===== config.mk =====
export PLATFORM = sky130hd
export DESIGN_NAME = pixel_ddr_formatter
export DESIGN_NICKNAME = d
export VERILOG_FILES = /design/src/rtl/pdf_pkg.sv /design/src/rtl/pdf_line_ctl.sv /design/src/rtl/pdf_lane_map.sv /design/src/rtl/pdf_out_stage.sv /design/src/rtl/pixel_ddr_formatter.sv
export SDC_FILE = /design/constraint.sdc
export NUM_CORES = 1
export LEC_CHECK = 0
export BUFFER_PORTS_ARGS = -buffer_cell sky130_fd_sc_hd__buf_4
export CORE_ASPECT_RATIO = 1.5
export CORE_MARGIN = 2
export CORE_UTILIZATION = 43
export DETAILED_ROUTE_END_ITERATION = 10
export PLACE_DENSITY = 0.65
export SETUP_SLACK_MARGIN = 0.05
export SLEW_MARGIN = 20
export SYNTH_ARGS = -nofsm -noshare
export SYNTH_HDL_FRONTEND = slang
export SYNTH_SLANG_ARGS = --single-unit

===== constraint.sdc =====
create_clock -name clk -period 4.7 [get_ports clk]
set_clock_uncertainty 0.15 [all_clocks]
set_input_delay 0.235 -clock clk [delete_from_list [all_inputs] [get_ports clk]]
set_output_delay 0.235 -clock clk [all_outputs]
set_load 0.02 [all_outputs]

===== src/rtl/pdf_pkg.sv =====
package pdf_pkg;

    localparam int HALF_W = 12;
    localparam int PIX_W  = 2 * HALF_W;

    typedef enum logic [1:0] {
        MODE_SINGLE   = 2'd0,
        MODE_HILO     = 2'd1,
        MODE_ODDEVEN  = 2'd2,
        MODE_SINGLE_B = 2'd3
    } mode_e;

    typedef struct packed {
        logic [HALF_W-1:0] hi;
        logic [HALF_W-1:0] lo;
    } pixel_t;

    typedef struct packed {
        mode_e mode;
        logic  order;
        logic  swap;
    } cfg_t;

    typedef struct packed {
        logic [HALF_W-1:0] b_rise;
        logic [HALF_W-1:0] b_fall;
        logic [HALF_W-1:0] c_rise;
        logic [HALF_W-1:0] c_fall;
    } lanes_t;

    localparam cfg_t CFG_RESET = '{mode: MODE_SINGLE, order: 1'b0, swap: 1'b0};

    function automatic logic is_dual(input mode_e m);
        return (m == MODE_HILO) || (m == MODE_ODDEVEN);
    endfunction

    function automatic logic [HALF_W-1:0] first_half(input pixel_t p, input logic order);
        return order ? p.hi : p.lo;
    endfunction

    function automatic logic [HALF_W-1:0] second_half(input pixel_t p, input logic order);
        return order ? p.lo : p.hi;
    endfunction

endpackage


===== src/rtl/pdf_line_ctl.sv =====
module pdf_line_ctl
    import pdf_pkg::*;
(
    input  logic   clk,
    input  logic   rst,
    input  logic   in_valid,
    input  logic   in_sol,
    input  pixel_t in_pix,
    input  cfg_t   live_cfg,
    output logic   in_ready,
    output logic   emit,
    output cfg_t   emit_cfg,
    output pixel_t emit_p0,
    output pixel_t emit_p1,
    output logic   err_odd
);

    cfg_t   line_cfg;
    cfg_t   eff_cfg;
    logic   pend;
    pixel_t pend_pix;
    logic   flush;
    logic   acc;

    always_comb begin
        flush    = pend && in_valid && in_sol;
        in_ready = !flush;
        acc      = in_valid && !flush;
        eff_cfg  = in_sol ? live_cfg : line_cfg;
        emit     = flush || (acc && (!is_dual(eff_cfg.mode) || pend));
        emit_cfg = flush ? line_cfg : eff_cfg;
        emit_p0  = (flush || pend) ? pend_pix : in_pix;
        emit_p1  = flush ? pixel_t'('0) : in_pix;
    end

    always_ff @(posedge clk) begin
        if (rst) begin
            line_cfg <= CFG_RESET;
            pend     <= 1'b0;
            pend_pix <= '0;
            err_odd  <= 1'b0;
        end else if (flush) begin
            pend    <= 1'b0;
            err_odd <= 1'b1;
        end else if (acc) begin
            if (in_sol) line_cfg <= live_cfg;
            if (is_dual(eff_cfg.mode)) begin
                if (!pend) begin
                    pend     <= 1'b1;
                    pend_pix <= in_pix;
                end else begin
                    pend <= 1'b0;
                end
            end
        end
    end

    // once raised, the odd-line flag holds until reset
    p_err_sticky_r8: assert property (@(posedge clk) disable iff (rst)
        err_odd |=> err_odd);

    // a padded flush clears the waiting pixel and raises the flag
    p_flush_err_r8: assert property (@(posedge clk) disable iff (rst)
        (pend && in_valid && in_sol) |=> (err_odd && !pend));

    // a line-start pixel in a dual mode is held as the even pixel
    p_first_even_r6: assert property (@(posedge clk) disable iff (rst)
        (acc && in_sol && is_dual(live_cfg.mode)) |=> (pend && pend_pix == $past(in_pix)));

endmodule


===== src/rtl/pdf_lane_map.sv =====
module pdf_lane_map
    import pdf_pkg::*;
(
    input  cfg_t   cfg,
    input  pixel_t p0,
    input  pixel_t p1,
    output lanes_t lanes
);

    always_comb begin
        lanes = '0;
        unique case (cfg.mode)
            MODE_HILO: begin
                lanes.b_rise = cfg.swap ? p0.hi : p0.lo;
                lanes.c_rise = cfg.swap ? p0.lo : p0.hi;
                lanes.b_fall = cfg.swap ? p1.hi : p1.lo;
                lanes.c_fall = cfg.swap ? p1.lo : p1.hi;
            end
            MODE_ODDEVEN: begin
                lanes.b_rise = first_half(p0, cfg.order);
                lanes.b_fall = second_half(p0, cfg.order);
                lanes.c_rise = first_half(p1, cfg.order);
                lanes.c_fall = second_half(p1, cfg.order);
            end
            default: begin
                lanes.b_rise = first_half(p0, cfg.order);
                lanes.b_fall = second_half(p0, cfg.order);
            end
        endcase
    end

endmodule


===== src/rtl/pdf_out_stage.sv =====
module pdf_out_stage
    import pdf_pkg::*;
(
    input  logic   clk,
    input  logic   rst,
    input  logic   emit,
    input  lanes_t lanes_d,
    output logic   valid_q,
    output lanes_t lanes_q
);

    always_ff @(posedge clk) begin
        if (rst || !emit) begin
            valid_q <= 1'b0;
            lanes_q <= '0;
        end else begin
            valid_q <= 1'b1;
            lanes_q <= lanes_d;
        end
    end

endmodule


===== src/rtl/pixel_ddr_formatter.sv =====
module pixel_ddr_formatter
    import pdf_pkg::*;
(
    input  logic              clk,
    input  logic              rst,
    input  logic [1:0]        cfg_mode,
    input  logic              cfg_order,
    input  logic              cfg_swap,
    input  logic              in_valid,
    output logic              in_ready,
    input  logic              in_sol,
    input  logic [PIX_W-1:0]  in_pix,
    output logic              out_valid,
    output logic [HALF_W-1:0] b_rise,
    output logic [HALF_W-1:0] b_fall,
    output logic [HALF_W-1:0] c_rise,
    output logic [HALF_W-1:0] c_fall,
    output logic              err_odd_line
);

    cfg_t   live_cfg;
    logic   emit;
    cfg_t   emit_cfg;
    pixel_t emit_p0;
    pixel_t emit_p1;
    lanes_t lanes_d;
    lanes_t lanes_q;

    assign live_cfg = '{mode: mode_e'(cfg_mode), order: cfg_order, swap: cfg_swap};

    pdf_line_ctl u_ctl (
        .clk      (clk),
        .rst      (rst),
        .in_valid (in_valid),
        .in_sol   (in_sol),
        .in_pix   (pixel_t'(in_pix)),
        .live_cfg (live_cfg),
        .in_ready (in_ready),
        .emit     (emit),
        .emit_cfg (emit_cfg),
        .emit_p0  (emit_p0),
        .emit_p1  (emit_p1),
        .err_odd  (err_odd_line)
    );

    pdf_lane_map u_map (
        .cfg   (emit_cfg),
        .p0    (emit_p0),
        .p1    (emit_p1),
        .lanes (lanes_d)
    );

    pdf_out_stage u_out (
        .clk     (clk),
        .rst     (rst),
        .emit    (emit),
        .lanes_d (lanes_d),
        .valid_q (out_valid),
        .lanes_q (lanes_q)
    );

    assign b_rise = lanes_q.b_rise;
    assign b_fall = lanes_q.b_fall;
    assign c_rise = lanes_q.c_rise;
    assign c_fall = lanes_q.c_fall;

    // a clock without an emitted pair leaves the ports idle and zero
    p_idle_zero_r9: assert property (@(posedge clk) disable iff (rst)
        !emit |=> (!out_valid && b_rise == '0 && b_fall == '0 && c_rise == '0 && c_fall == '0));

    // single-channel output never drives port C
    p_single_c_zero_r3: assert property (@(posedge clk) disable iff (rst)
        (emit && !is_dual(emit_cfg.mode)) |=> (out_valid && c_rise == '0 && c_fall == '0));

    // output appears exactly one clock after an emit decision
    p_emit_valid_r6: assert property (@(posedge clk) disable iff (rst)
        emit |=> out_valid);

endmodule


==> results of run 1 <==
tightest hold or removal path: stages:
cell                      delay (ns)
sky130_fd_sc_hd__buf_4          0.10
sky130_fd_sc_hd__mux2i_1        0.06
sky130_fd_sc_hd__nor2_1         0.07
placed cells by master, fill, tap and decap left out, types with 2 or more instances in the layout:
cell type	synthesis	layout
sky130_fd_sc_hd__nand2_1	7	7
sky130_fd_sc_hd__clkbuf_16	0	9
sky130_fd_sc_hd__o22ai_1	25	25
sky130_fd_sc_hd__clkinv_2	0	2
sky130_fd_sc_hd__a21oi_1	37	37
sky130_fd_sc_hd__o221ai_2	2	2
sky130_fd_sc_hd__inv_1	9	9
sky130_fd_sc_hd__dfxtp_1	79	78
sky130_fd_sc_hd__nand4_1	24	24
sky130_fd_sc_hd__nand3_1	26	26
sky130_fd_sc_hd__ha_1	2	2
sky130_fd_sc_hd__a211oi_1	2	2
sky130_fd_sc_hd__mux2i_4	1	3
sky130_fd_sc_hd__xnor2_1	2	2
sky130_fd_sc_hd__a211oi_2	11	11
sky130_fd_sc_hd__nor2_1	29	29
sky130_fd_sc_hd__bufinv_16	0	3
sky130_fd_sc_hd__nor2b_1	2	2
sky130_fd_sc_hd__o21a_1	24	24
sky130_fd_sc_hd__o31ai_1	24	24
sky130_fd_sc_hd__buf_4	4	84
sky130_fd_sc_hd__and3_1	12	12
sky130_fd_sc_hd__mux2i_1	54	54
sky130_fd_sc_hd__mux2_2	3	3
report_power, final:
group,switching (mW),internal [mW]
combinational,0.244,0.142
sequential,0.0149,0.704
clock,0.262,0.517
worst paths after layout:
| kind | to | slack [ns] | depth (start not counted) |
|---|---|---|---|
| min | u_ctl.line_cfg[2]$_SDFFE_PP0P_ | 0.02 | 3 |
| max reg2reg | u_out.lanes_q[36]$_SDFF_PN0_ | 1.66 | 8 |
| max | u_out.lanes_q[36]$_SDFF_PN0_ | 1.66 | 8 |
| min reg2reg | u_ctl.err_odd$_SDFFE_PP0P_ | 0.31 | 2 |
sequential cells by signal (all words and copies together) (netlist names):
signal / count
u_out.lanes_q: 48
u_ctl.line_cfg: 4
u_ctl.err_odd: 1
u_ctl.pend: 1
u_out.valid_q: 1
u_ctl.pend_pix: 24
cell type report:
cell class                 instances  share of cell area, %
clock buffer                      10                   4.69
clock inverter                     6                   2.23
inverter                          10                  0.768
multi-input combinational        298                   44.2
sequential                        79                   32.4
tap                              110                   2.82
timing repair buffer              84                   12.9
cell families (layout without fill, tap and decap cells):
| logic type | count (synthesis) | in the layout | share of synthesized area, % |
|---|---|---|---|
| xor+xnor | 2 | 2 | 0.443 |
| simple gates | 104 | 104 | 13.5 |
| fa+ha+maj | 2 | 2 | 0.632 |
| mux | 60 | 60 | 15.8 |
| flops | 79 | 79 | 40.0 |
| compound gates | 130 | 130 | 23.7 |
| buf+inv | 51 | 110 | 5.94 |
cells in the mapped netlist (4+ instances only):
library cell | number | area (sq um)
sky130_fd_sc_hd__buf_4 | 4 | 30.0
sky130_fd_sc_hd__buf_2 | 17 | 85.1
sky130_fd_sc_hd__a21oi_1 | 37 | 185
sky130_fd_sc_hd__o22ai_1 | 25 | 156
sky130_fd_sc_hd__nand4_1 | 24 | 150
sky130_fd_sc_hd__o21a_1 | 24 | 180
sky130_fd_sc_hd__nor2_1 | 29 | 109
sky130_fd_sc_hd__mux2i_1 | 54 | 541
sky130_fd_sc_hd__clkbuf_1 | 19 | 71.3
sky130_fd_sc_hd__nand3_1 | 26 | 130
sky130_fd_sc_hd__and3_1 | 12 | 75.1
sky130_fd_sc_hd__o31ai_1 | 24 | 180
sky130_fd_sc_hd__inv_1 | 9 | 33.8
sky130_fd_sc_hd__dfxtp_1 | 79 | 1580
sky130_fd_sc_hd__nand2_1 | 7 | 26.3
sky130_fd_sc_hd__a211oi_2 | 11 | 138
per-layer routing:
metal | track usage [%] | vias to the layer above
met3 | 5.28 | 23
met4 | 8.65 | 0
met2 | 34.7 | 127
met1 | 32.1 | 1713
met5 | 0 | -
li1 | - | 1707
through the flow:
step / util [%] / total power, mW / instance area [sq um] / instances / setup WS [ns]
floorplan: - / 1.00 / 3960 / 428 / 2.26
global placement: 51.0 / 1.10 / 4530 / 581 / 1.66
detailed placement: 51.0 / 1.11 / 4530 / 581 / 1.50
CTS: 54.8 / 1.89 / 4870 / 597 / 1.68
global route: 55.0 / 1.96 / 4880 / 597 / 1.39
finish: 55.0 / 1.88 / 4880 / 597 / 1.66
==> out/results.md, run 1 <==
- completed — run status
- 4760 um — wire length the detailed router placed on met1
- a21boi_4, mux2_2, inv_1, ha_1, inv_1, o221ai_2, nand2_1, a211oi_1 — critical path, cell by cell
- false — RSZ-0062 raised after global routing
- 0 — total of cells resized after clock tree synthesis
- 23.4% — synthesis-to-finish area growth
- sky130_fd_sc_hd__clkbuf_16 — root buf cell
- 0.34 ns — clock latency reported for the late side of the worst-skew pair
- 3421 — via count of the first global-routing pass
- 2 — CTS Buffer Depth
- 4.79 ns — required time at the endpoint of the critical path
- 83 — number of ports placed on the die boundary
- 9.25 sq um — average cell area after synthesis
- 23.2% — Overall Global Routing Usage
- cfg_mode[0] — start point of the worst hold path
- flip-flop to flip-flop — worst setup path class
- 0 — post-CTS setup buffer count
- 0 — total number of yosys warnings
- 359 — DRC marker count from the first detailed-route iteration
- 0.0100 sq mm — Die Outline Area
- 0 ns — Setup TNS
- 0.00888 sq mm — total core area
- 0 — count of unresolved DRC violations after routing
- 40.0% — sequential-to-total area share from yosys stat
- 816 — fill cell total of the finished layout
- compound AO/OA/AOI/OAI gates — kind of cell adding the most delay to the critical path
- 5.98 — Via-to-Cell Ratio
- 428 — post-synthesis instance total
- 0.931 — gp weighted congestion
- 5 — DRT Pass-1 Iters
- 79 — number of sinks on the clock net
- 9 — number of buffers inserted during clock tree synthesis
- 0 — number of buffers inserted for hold repair after clock tree synthesis
- sky130_fd_sc_hd__dfxtp_1 — most frequently used flop master after synthesis
- 42 — num rows
- 0.00396 sq mm — area of the mapped netlist
- 0.00216 sq mm — combined area of the multi-input logic cells
- 64.7% — final period utilization
- 3 — # H-tree levels
- 0.06 ns — CTS clock-pin slew for the worst setup and hold paths
- 25.3% — layout cell share with drive strength beyond 1
- 3570 — via count of the routed design
- 0.0216 ns — worst hold slack after final layout
- 82 — count of input and output buffers
- u_ctl.pend$_SDFFE_PP0P_ — first element of the critical path
- 516 — number of nets in the layout
- 0 — # Max-Cap Violations
- 0 — number of antenna violations at the first check in global routing
- 329 MHz — highest clock rate
- 44.6% — effective utilization at floorplan
- sky130_fd_sc_hd__inv_1 — cell mode on critical path
- met4 — uppermost metal layer occupied by signal nets
- 17800 um — first-pass GRT wire length
- 79 — number of synthesized register bits
- 0% — share of synthesized flip-flops with an asynchronous set or reset
- 386 mW/mm^2 — cell area power density
- 0 — total inserted antenna cells
- 0.00158 sq mm — register area
- sky130_fd_sc_hd__nand2_1 — critical-path cell with the highest stage delay
- 0.61 ns — Largest stage delay, worst path
- 462 — number of nets in the synthesized netlist
- 25 — highest fanout seen on the critical path
- 0.000297 V — IR drop worst, VDD
- flip-flop — type of element capturing the critical path
- 5190 um — wire length on met2
- 7630 um — HPWL after detailed placement
- input pin to flip-flop — worst hold path class
- 1.08 ns — worst-margin pin slew
- 18.0 um — detail-routed net length per standard cell
- 0 — leftover overflow at the end of global routing
- 3.13 ns — data arrival time of the worst path
- 35 — Distinct cells, synth
- 0 — endpoints failing setup
- 27.9% — Max transition margin
- built — clock tree from TritonCTS
- 0 — number of flops mapped to enable cells by yosys
- 563 um — met3 routed WL
- flip-flop — startpoint kind of the worst setup timing path
- u_ctl.pend$_SDFFE_PP0P_ — Critical R2R Launch
- 121 um — vertical die dimension
- 0 — count of endpoints failing hold in the final timing report
- 0 — antenna violation net count after detailed routing
- 2.00 nW — Leakage
- 3.04 ns — time the final worst path needs with I/O delays and setup
- 82.3 um — die boundary width
- 10800 um — final wirelength
- 2 — Buffers & Inverters on Critical Path
- 53 — maximum number of pins on one net before global-route repair
- 0 — count of final max-slew check failures
No activity file was read; power rests on OpenSTA's default activity.
==> run 2, diff against run 1 <==
--- a/config.mk
+++ b/config.mk
@@ -5,12 +5,12 @@
 export SDC_FILE = /design/constraint.sdc
 export NUM_CORES = 1
 export LEC_CHECK = 0
+export ABC_AREA = 1
 export BUFFER_PORTS_ARGS = -buffer_cell sky130_fd_sc_hd__buf_4
 export CORE_ASPECT_RATIO = 1.5
 export CORE_MARGIN = 2
 export CORE_UTILIZATION = 43
 export DETAILED_ROUTE_END_ITERATION = 10
-export PLACE_DENSITY = 0.65
 export SETUP_SLACK_MARGIN = 0.05
 export SLEW_MARGIN = 20
 export SYNTH_ARGS = -nofsm -noshare
==> constraint.sdc (replaced) <==
create_clock -name clk -period 2.95 [get_ports clk]
set_clock_uncertainty 0.15 [all_clocks]
set_input_delay 0.1475 -clock clk [delete_from_list [all_inputs] [get_ports clk]]
set_output_delay 0.1475 -clock clk [all_outputs]
set_load 0.02 [all_outputs]
==> out/results.md, run 2 <==
- 0.34 ns — clock latency reported for the late side of the worst-skew pair, about the same
- flip-flop — type of element capturing the critical path, unchanged
- 0 — leftover overflow at the end of global routing, unchanged
- 0 — number of flops mapped to enable cells by yosys, unchanged
- flip-flop to flip-flop — worst setup path class, unchanged
- 79 — number of sinks on the clock net, unchanged
- 17.6% — layout cell share with drive strength beyond 1, was 25.3%
- input pin to flip-flop — worst hold path class, unchanged
- 47 — num rows, was 42
- 684 — DRC marker count from the first detailed-route iteration, was 359
- 11900 um — HPWL after detailed placement, was 7630 um
- 2.46 ns — data arrival time of the worst path, was 3.13 ns
- 0.57 ns — Largest stage delay, worst path, was 0.61 ns
- 0 — count of endpoints failing hold in the final timing report, unchanged
- 0.0124 sq mm — Die Outline Area, was 0.0100 sq mm
- 0 ns — Setup TNS, unchanged
- sky130_fd_sc_hd__clkbuf_16 — root buf cell, unchanged
- 0.0249 ns — worst hold slack after final layout, was 0.0216 ns
- 79 — number of synthesized register bits, unchanged
- nand3_4, inv_2, nand2_1, o21ai_0, inv_1, ha_1, inv_1, nand3_1, a21oi_1 — critical path, cell by cell, was a21boi_4, mux2_2, inv_1, ha_1, inv_1, o221ai_2, nand2_1, a211oi_1
- 2.78 nW — Leakage, was 2.00 nW
- 0 — # Max-Cap Violations, unchanged
- 135 um — vertical die dimension, was 121 um
- 91.5 um — die boundary width, was 82.3 um
- 2 — CTS Buffer Depth, unchanged
- 2.39 ns — time the final worst path needs with I/O delays and setup, was 3.04 ns
- 82 — count of input and output buffers, unchanged
- 53 — maximum number of pins on one net before global-route repair, unchanged
- 0.00579 sq mm — final cell area excluding filler cells, was 0.00488 sq mm
- sky130_fd_sc_hd__inv_1 — cell mode on critical path, unchanged
- sky130_fd_sc_hd__dfxtp_1 — most frequently used flop master after synthesis, unchanged
- 80.9% — final period utilization, was 64.7%
- 0.964 — gp weighted congestion, was 0.931
- 3 — # H-tree levels, unchanged
- 0.00494 sq mm — area of the mapped netlist, was 0.00396 sq mm
- u_out.lanes_q x48, u_ctl.pend_pix x24, u_ctl.line_cfg x4 — biggest regs, unchanged
- 26 — Distinct cells, synth, was 35
- 4773 — via count of the first global-routing pass, was 3421
- 32.0% — Yosys top cell area share, was 40.0%
- buffers and inverters — kind of cell adding the most delay to the critical path, was compound AO/OA/AOI/OAI gates
- 5351 — via count of the routed design, was 3570
- 0 — total inserted antenna cells, unchanged
- 419 MHz — highest clock rate, was 329 MHz
- 9 — number of buffers inserted during clock tree synthesis, unchanged
- 779 — post-synthesis instance total, was 428
- 5.46 — Via-to-Cell Ratio, was 5.98
- 862 — number of nets in the layout, was 516
- 44.4% — effective utilization at floorplan, was 44.6%
- 16500 um — final wirelength, was 10800 um
- 22 — highest fanout seen on the critical path, was 25
- 17.2% — synthesis-to-finish area growth, was 23.4%
- 0.06 ns — CTS clock-pin slew for the worst setup and hold paths, about the same
- 8 — DRT Pass-1 Iters, was 5
- 543 mW/mm^2 — cell area power density, was 386 mW/mm^2
- 0 — antenna violation net count after detailed routing, unchanged
- sky130_fd_sc_hd__dfxtp_1 — largest area contributor in the netlist, unchanged
- 1150 — fill cell total of the finished layout, was 816
- 0 — endpoints failing setup, unchanged
- 813 — number of nets in the synthesized netlist, was 462
- sky130_fd_sc_hd__nand2_1 — leading cell type in the layout, fill and taps excluded, was sky130_fd_sc_hd__buf_4
- sky130_fd_sc_hd__dfxtp_1 (32%), sky130_fd_sc_hd__nand2_1 (19%), sky130_fd_sc_hd__nand3_1 (16%) — leading cell types by total area after synthesis, was sky130_fd_sc_hd__dfxtp_1 (40%), sky130_fd_sc_hd__mux2i_1 (14%), sky130_fd_sc_hd__a21oi_1 (4.7%)
- DRC — violations in the final reports
- 0.000264 V — IR drop worst, VDD, was 0.000297 V
- 32.0% — sequential-to-total area share from yosys stat, was 40.0%
- 26.4% — Overall Global Routing Usage, was 23.2%
- 16.9 um — detail-routed net length per standard cell, was 18.0 um
- sky130_fd_sc_hd__nand2_1 (249), sky130_fd_sc_hd__nand3_1 (157), sky130_fd_sc_hd__buf_4 (91) — commonest non-fill, non-tap cells in the layout, was sky130_fd_sc_hd__buf_4 (84), sky130_fd_sc_hd__dfxtp_1 (78), sky130_fd_sc_hd__mux2i_1 (54)
- 0% — share of synthesized flip-flops with an asynchronous set or reset, unchanged
- flip-flop — startpoint kind of the worst setup timing path, unchanged
- false — RSZ-0062 raised after global routing, unchanged
- 83 — number of ports placed on the die boundary, unchanged
- 0.56 ns — FF-to-FF setup slack, was 1.66 ns
- 0.937 ns — worst-margin pin slew, was 1.08 ns
- 48 — number of flip-flops under the largest register name, unchanged
- sky130_fd_sc_hd__inv_1 — critical-path cell with the highest stage delay, was sky130_fd_sc_hd__nand2_1
- sky130_fd_sc_hd__nand2_1 — most repeated cell in the gate-level netlist after synthesis, was sky130_fd_sc_hd__dfxtp_1
- 3 — Buffers & Inverters on Critical Path, was 2
- 3.02 ns — required time at the endpoint of the critical path, was 4.79 ns
- 0.0111 sq mm — total core area, was 0.00888 sq mm
- 25900 um — first-pass GRT wire length, was 17800 um
- complete, but fails checks — run status, was completed
- 6.34 sq um — average cell area after synthesis, was 9.25 sq um
- sky130_fd_sc_hd__nand2_1 (249), sky130_fd_sc_hd__nand3_1 (157), sky130_fd_sc_hd__inv_1 (82) — synth cell count leaders, was sky130_fd_sc_hd__dfxtp_1 (79), sky130_fd_sc_hd__mux2i_1 (54), sky130_fd_sc_hd__a21oi_1 (37)
- 1 — count of unresolved DRC violations after routing, was 0
- built — clock tree from TritonCTS, unchanged
- 37.5% — Max transition margin, was 27.9%
- 0 — count of final max-slew check failures, unchanged
- u_out.lanes_q — largest register by flop count, unchanged
- 0.00546 sq mm — placed instance area, was 0.00453 sq mm
- 0 — total number of yosys warnings, unchanged
- 0 — number of antenna violations at the first check in global routing, unchanged
==> run 2: changes by cell type after synthesis, moves of 7 or more <==
| cell | change |
|---|---|
| sky130_fd_sc_hd__a211oi_2 | -10 |
| sky130_fd_sc_hd__buf_6 | +13 |
| sky130_fd_sc_hd__o21ai_0 | +29 |
| sky130_fd_sc_hd__a21oi_2 | +20 |
| sky130_fd_sc_hd__nand2_4 | +7 |
| sky130_fd_sc_hd__nand2_1 | +242 |
| sky130_fd_sc_hd__o31ai_1 | -24 |
| sky130_fd_sc_hd__o22ai_1 | -25 |
| sky130_fd_sc_hd__and3_1 | -12 |
| sky130_fd_sc_hd__o21a_1 | -23 |
| sky130_fd_sc_hd__nand3_1 | +131 |
| sky130_fd_sc_hd__inv_1 | +73 |
| sky130_fd_sc_hd__mux2i_1 | -54 |
==> run 2: worst min-delay path: stages <==
cell and delay (ns):
sky130_fd_sc_hd__buf_4 0.11, sky130_fd_sc_hd__inv_1 0.04, sky130_fd_sc_hd__nand4_1 0.07, sky130_fd_sc_hd__nand2_1 0.05
sky130_fd_sc_hd__nor2_1 0.07
==> run 2: final timing paths <==
path	start	endpoint	depth (start not counted)
setup / recovery	u_ctl.pend$_SDFFE_PP0P_	u_out.lanes_q[30]$_SDFF_PN0_	9
hold / removal	in_pix[16]	u_ctl.pend_pix[16]$_SDFFE_PP0P_	5
setup reg to reg	u_ctl.pend$_SDFFE_PP0P_	u_out.lanes_q[30]$_SDFF_PN0_	9
hold reg to reg	u_ctl.err_odd$_SDFFE_PP0P_	u_ctl.err_odd$_SDFFE_PP0P_	1
==> run 2: power by group <==
group / total [mW] / switching, mW / internal [mW] / leakage [nW]
Combinational: 0.875 / 0.597 / 0.278 / 1.99
Clock: 1.11 / 0.432 / 0.678 / 0.140
Sequential: 1.16 / 0.0231 / 1.14 / 0.645
Total: 3.14 / 1.05 / 2.09 / 2.78
==> run 2: cells by family (layout without fill, tap and decap cells) <==
kind of cell	Yosys count	in the layout	share of synthesized area, %
fa+ha+maj	2	2	0.507
simple gates	474	474	43.9
buf+inv	141	195	13.5
flops	79	79	32.0
compound gates	83	83	10.1
==> run 2: area by class of cell <==
type	count	area [sq um]	area share [%]
Inverter	85	322	5.56
Clock inverter	3	42.5	0.735
Tap cell	147	184	3.18
Multi-Input combinational cell	559	2690	46.5
Clock buffer	13	250	4.33
Sequential cell	79	1580	27.3
Timing Repair Buffer	94	713	12.3
==> run 2: metal layers <==
layer  wire [um]  GRT usage (%)  vias to the layer above
met5           0              0                        -
met4         500           9.60                        0
met3         917           3.73                       40
met2        8140           44.2                      235
met1        6970           34.7                     2473
li1            -              -                     2603
==> run 2: metrics by stage <==
stage / cells / utilization [%] / power [mW] / setup WS, ns
finish: 980 / 52.1 / 3.14 / 0.565
global route: 980 / 52.1 / 3.30 / 0.312
CTS: 980 / 52.1 / 3.15 / 0.575
detailed placement: 961 / 49.2 / 2.04 / 0.591
global placement: 961 / 49.2 / 2.03 / 0.615
floorplan: 779 / - / 1.80 / 0.660
==> run 2: timing repair <==
item | 4_1_cts | 5_1_grt
setup endpoints to repair | 0 | 0
gates resized for setup | 0 | 0
endpoints found under the hold margin | 3 | 0
hold buffers | 3 | 0
setup buffers | 0 | 0
==> run 3, diff against run 2 <==
--- a/config.mk
+++ b/config.mk
@@ -11,6 +11,7 @@
 export CORE_MARGIN = 2
 export CORE_UTILIZATION = 43
 export DETAILED_ROUTE_END_ITERATION = 10
+export PLACE_DENSITY = 0.66
 export SETUP_SLACK_MARGIN = 0.05
 export SLEW_MARGIN = 20
 export SYNTH_ARGS = -nofsm -noshare
==> constraint.sdc (replaced) <==
create_clock -name clk -period 2.15 [get_ports clk]
set_clock_uncertainty 0.15 [all_clocks]
set_input_delay 0.1075 -clock clk [delete_from_list [all_inputs] [get_ports clk]]
set_output_delay 0.1075 -clock clk [all_outputs]
set_load 0.02 [all_outputs]
==> out/results.md, run 3 (same netlist as run 2, synthesis figures left out) <==
- completed — run status, was complete, but fails checks
- 35.9% — sequential power share, was 36.9%
- 891 — number of nets in the layout, was 862
- 97.3% — final period utilization, was 80.9%
- 0.00553 sq mm — placed instance area, was 0.00546 sq mm
- 48 — number of flip-flops under the largest register name, unchanged
- 47 — num rows, unchanged
- 5.44 — Via-to-Cell Ratio, was 5.46
- 2.22 ns — required time at the endpoint of the critical path, was 3.02 ns
- 0 — number of antenna violations at the first check in global routing, unchanged
- 0.34 ns — clock latency reported for the late side of the worst-skew pair, about the same
- 43.6% — Max transition margin, was 37.5%
- 0.0124 sq mm — Die Outline Area, unchanged
- 1.49 mW — switching power, was 1.05 mW
- 0.000399 V — IR drop worst, VDD, was 0.000264 V
- 1009 — count of placed standard cells in the final layout, fillers left out, was 980
- 0 — leftover overflow at the end of global routing, unchanged
- 5494 — via count of the routed design, was 5351
- 35.8% — clock power share, was 35.3%
- 0.0575 ns — worst setup slack after layout, was 0.565 ns
- 968 — number of placed cells counting well taps, was 961
- 79 — number of sinks on the clock net, unchanged
- built — clock tree from TritonCTS, unchanged
- 27 — highest fanout seen on the critical path, was 22
- 26700 um — first-pass GRT wire length, was 25900 um
- 6 — DRT Pass-1 Iters, was 8
- 0.00158 sq mm — register area, unchanged
- 0.06 ns — CTS clock-pin slew for the worst setup and hold paths, about the same
- 0 — count of endpoints failing hold in the final timing report, unchanged
- 9 — number of buffers inserted during clock tree synthesis, unchanged
- 135 um — vertical die dimension, unchanged
- 0.00611 sq mm — final cell area excluding filler cells, was 0.00579 sq mm
- flip-flop — type of element capturing the critical path, unchanged
- u_out.lanes_q — largest register by flop count, unchanged
- 2.17 ns — data arrival time of the worst path, was 2.46 ns
- 82 — count of input and output buffers, unchanged
- 5118 — via count of the first global-routing pass, was 4773
- 0.0109 ns — worst hold slack after final layout, was 0.0249 ns
- 2.93 nW — Leakage, was 2.78 nW
- 28.3% — power share of the combinational group, was 27.8%
- 3 — # H-tree levels, unchanged
- 0.894 — gp weighted congestion, was 0.964
- 55.0% — Final Core Density, was 52.1%
- 0 — count of final max-slew check failures, unchanged
- false — RSZ-0062 raised after global routing, unchanged
- 0.0111 sq mm — total core area, unchanged
- flip-flop to flip-flop — worst setup path class, unchanged
- 53 — maximum number of pins on one net before global-route repair, unchanged
- 2.95 mW — internal power summed over all cells, was 2.09 mW
- input pin to flip-flop — worst hold path class, unchanged
- 726 mW/mm^2 — cell area power density, was 543 mW/mm^2
- u_out.lanes_q x48, u_ctl.pend_pix x24, u_ctl.line_cfg x4 — biggest regs, unchanged
- 2.09 ns — time the final worst path needs with I/O delays and setup, was 2.39 ns
- 0.838 ns — worst-margin pin slew, was 0.937 ns
- sky130_fd_sc_hd__nand2_1 (249), sky130_fd_sc_hd__nand3_1 (156), sky130_fd_sc_hd__buf_4 (95) — commonest non-fill, non-tap cells in the layout, was sky130_fd_sc_hd__nand2_1 (249), sky130_fd_sc_hd__nand3_1 (157), sky130_fd_sc_hd__buf_4 (91)
- 91.5 um — die boundary width, unchanged
- 478 MHz — highest clock rate, was 419 MHz
- 0 — count of unresolved DRC violations after routing, was 1
- 0 — total inserted antenna cells, unchanged
- 44.4% — effective utilization at floorplan, unchanged
- 18.4% — layout cell share with drive strength beyond 1, was 17.6%
- 83 — number of ports placed on the die boundary, unchanged
- 0 — # Max-Cap Violations, unchanged
- 0 — antenna violation net count after detailed routing, unchanged
- 11900 um — HPWL after detailed placement, about the same
- flip-flop — startpoint kind of the worst setup timing path, unchanged
- 0.00270 sq mm — combined area of the multi-input logic cells, was 0.00269 sq mm
- 33.6% — fraction of power spent switching nets, was 33.4%
- 0 — endpoints failing setup, unchanged
- 523 — DRC marker count from the first detailed-route iteration, was 684
- -0.0963 ns — post-placement setup slack, was 0.591 ns
- 2 — CTS Buffer Depth, unchanged
- 23.7% — synthesis-to-finish area growth, was 17.2%
- sky130_fd_sc_hd__nand2_1 — leading cell type in the layout, fill and taps excluded, unchanged
- sky130_fd_sc_hd__clkbuf_16 — root buf cell, unchanged
- 1089 — fill cell total of the finished layout, was 1150
- 17000 um — final wirelength, was 16500 um
- 16.8 um — detail-routed net length per standard cell, was 16.9 um
- 27.4% — Overall Global Routing Usage, was 26.4%
- 0 — post-CTS setup buffer count, unchanged
## run 3: cell types whose count changed in the layout (fill, tap and decap cells not counted), sizes merged
cell | before | now
buf | 91 | 98
clkbuf | 13 | 11
clkinv | 1 | 3
clkinvlp | 1 | 0
dlygate4sd3 | 3 | 25
inv | 85 | 86
## run 3: power groups by stage
stage                     logic (mW)  registers [mW]  clock network, mW
final                           1.26            1.59               1.59
after detailed placement        1.19            1.62                  0
after global routing            1.38            1.60               1.67
after CTS                       1.23            1.59               1.61
after global placement          1.18            1.62                  0
after floorplan                0.801            1.67                  0
## run 3: per-stage QoR
stage	power, mW	setup TNS, ns
5_1_grt	4.65	0
3_3_place_gp	2.80	-0.0639
3_5_place_dp	2.81	-0.151
4_1_cts	4.44	0
2_1_floorplan	2.48	0
6_report	4.44	0
## run 3: path summary, 6_finish.rpt
check / end / startpoint / cells past startpoint / slack (ns)
max: u_out.lanes_q[32]$_SDFF_PN0_ / u_ctl.pend$_SDFFE_PP0P_ / 7 / 0.06
min: u_ctl.line_cfg[2]$_SDFFE_PP0P_ / cfg_mode[0] / 5 / 0.01
max reg2reg: u_out.lanes_q[32]$_SDFF_PN0_ / u_ctl.pend$_SDFFE_PP0P_ / 7 / 0.06
min reg2reg: u_ctl.err_odd$_SDFFE_PP0P_ / u_ctl.err_odd$_SDFFE_PP0P_ / 1 / 0.32
## run 3: repair_timing
action,4_1_cts,5_1_grt
hold endpoints to repair,29,0
resized for setup,4,2
setup endpoints to repair,8,6
hold buffers,25,0
## run 3: critical path, stage by stage, from the launching register on
cell	delay (ns)
sky130_fd_sc_hd__dfxtp_1	0.39
sky130_fd_sc_hd__nand3_4	0.12
sky130_fd_sc_hd__buf_4	0.26
sky130_fd_sc_hd__nand2_4	0.29
sky130_fd_sc_hd__nand2_2	0.26
sky130_fd_sc_hd__nand2_1	0.12
sky130_fd_sc_hd__nand3_1	0.07
sky130_fd_sc_hd__a21oi_1	0.29
## run 3: per-layer routing
layer,up-vias,wire (um),track usage (%)
met5,-,0,0
met4,0,671,14.3
met3,58,1160,3.90
met2,280,8180,44.7
met1,2502,6980,35.0
li1,2654,-,-
## run 3: area by class of cell
cell class,count,area share [%]
clock buffers,11,4.14
flip-flops and latches,79,25.9
multi-input cells,559,44.2
inverters,85,5.26
repair buffers,123,16.6
clock inverters,5,0.881
well taps,147,3.01
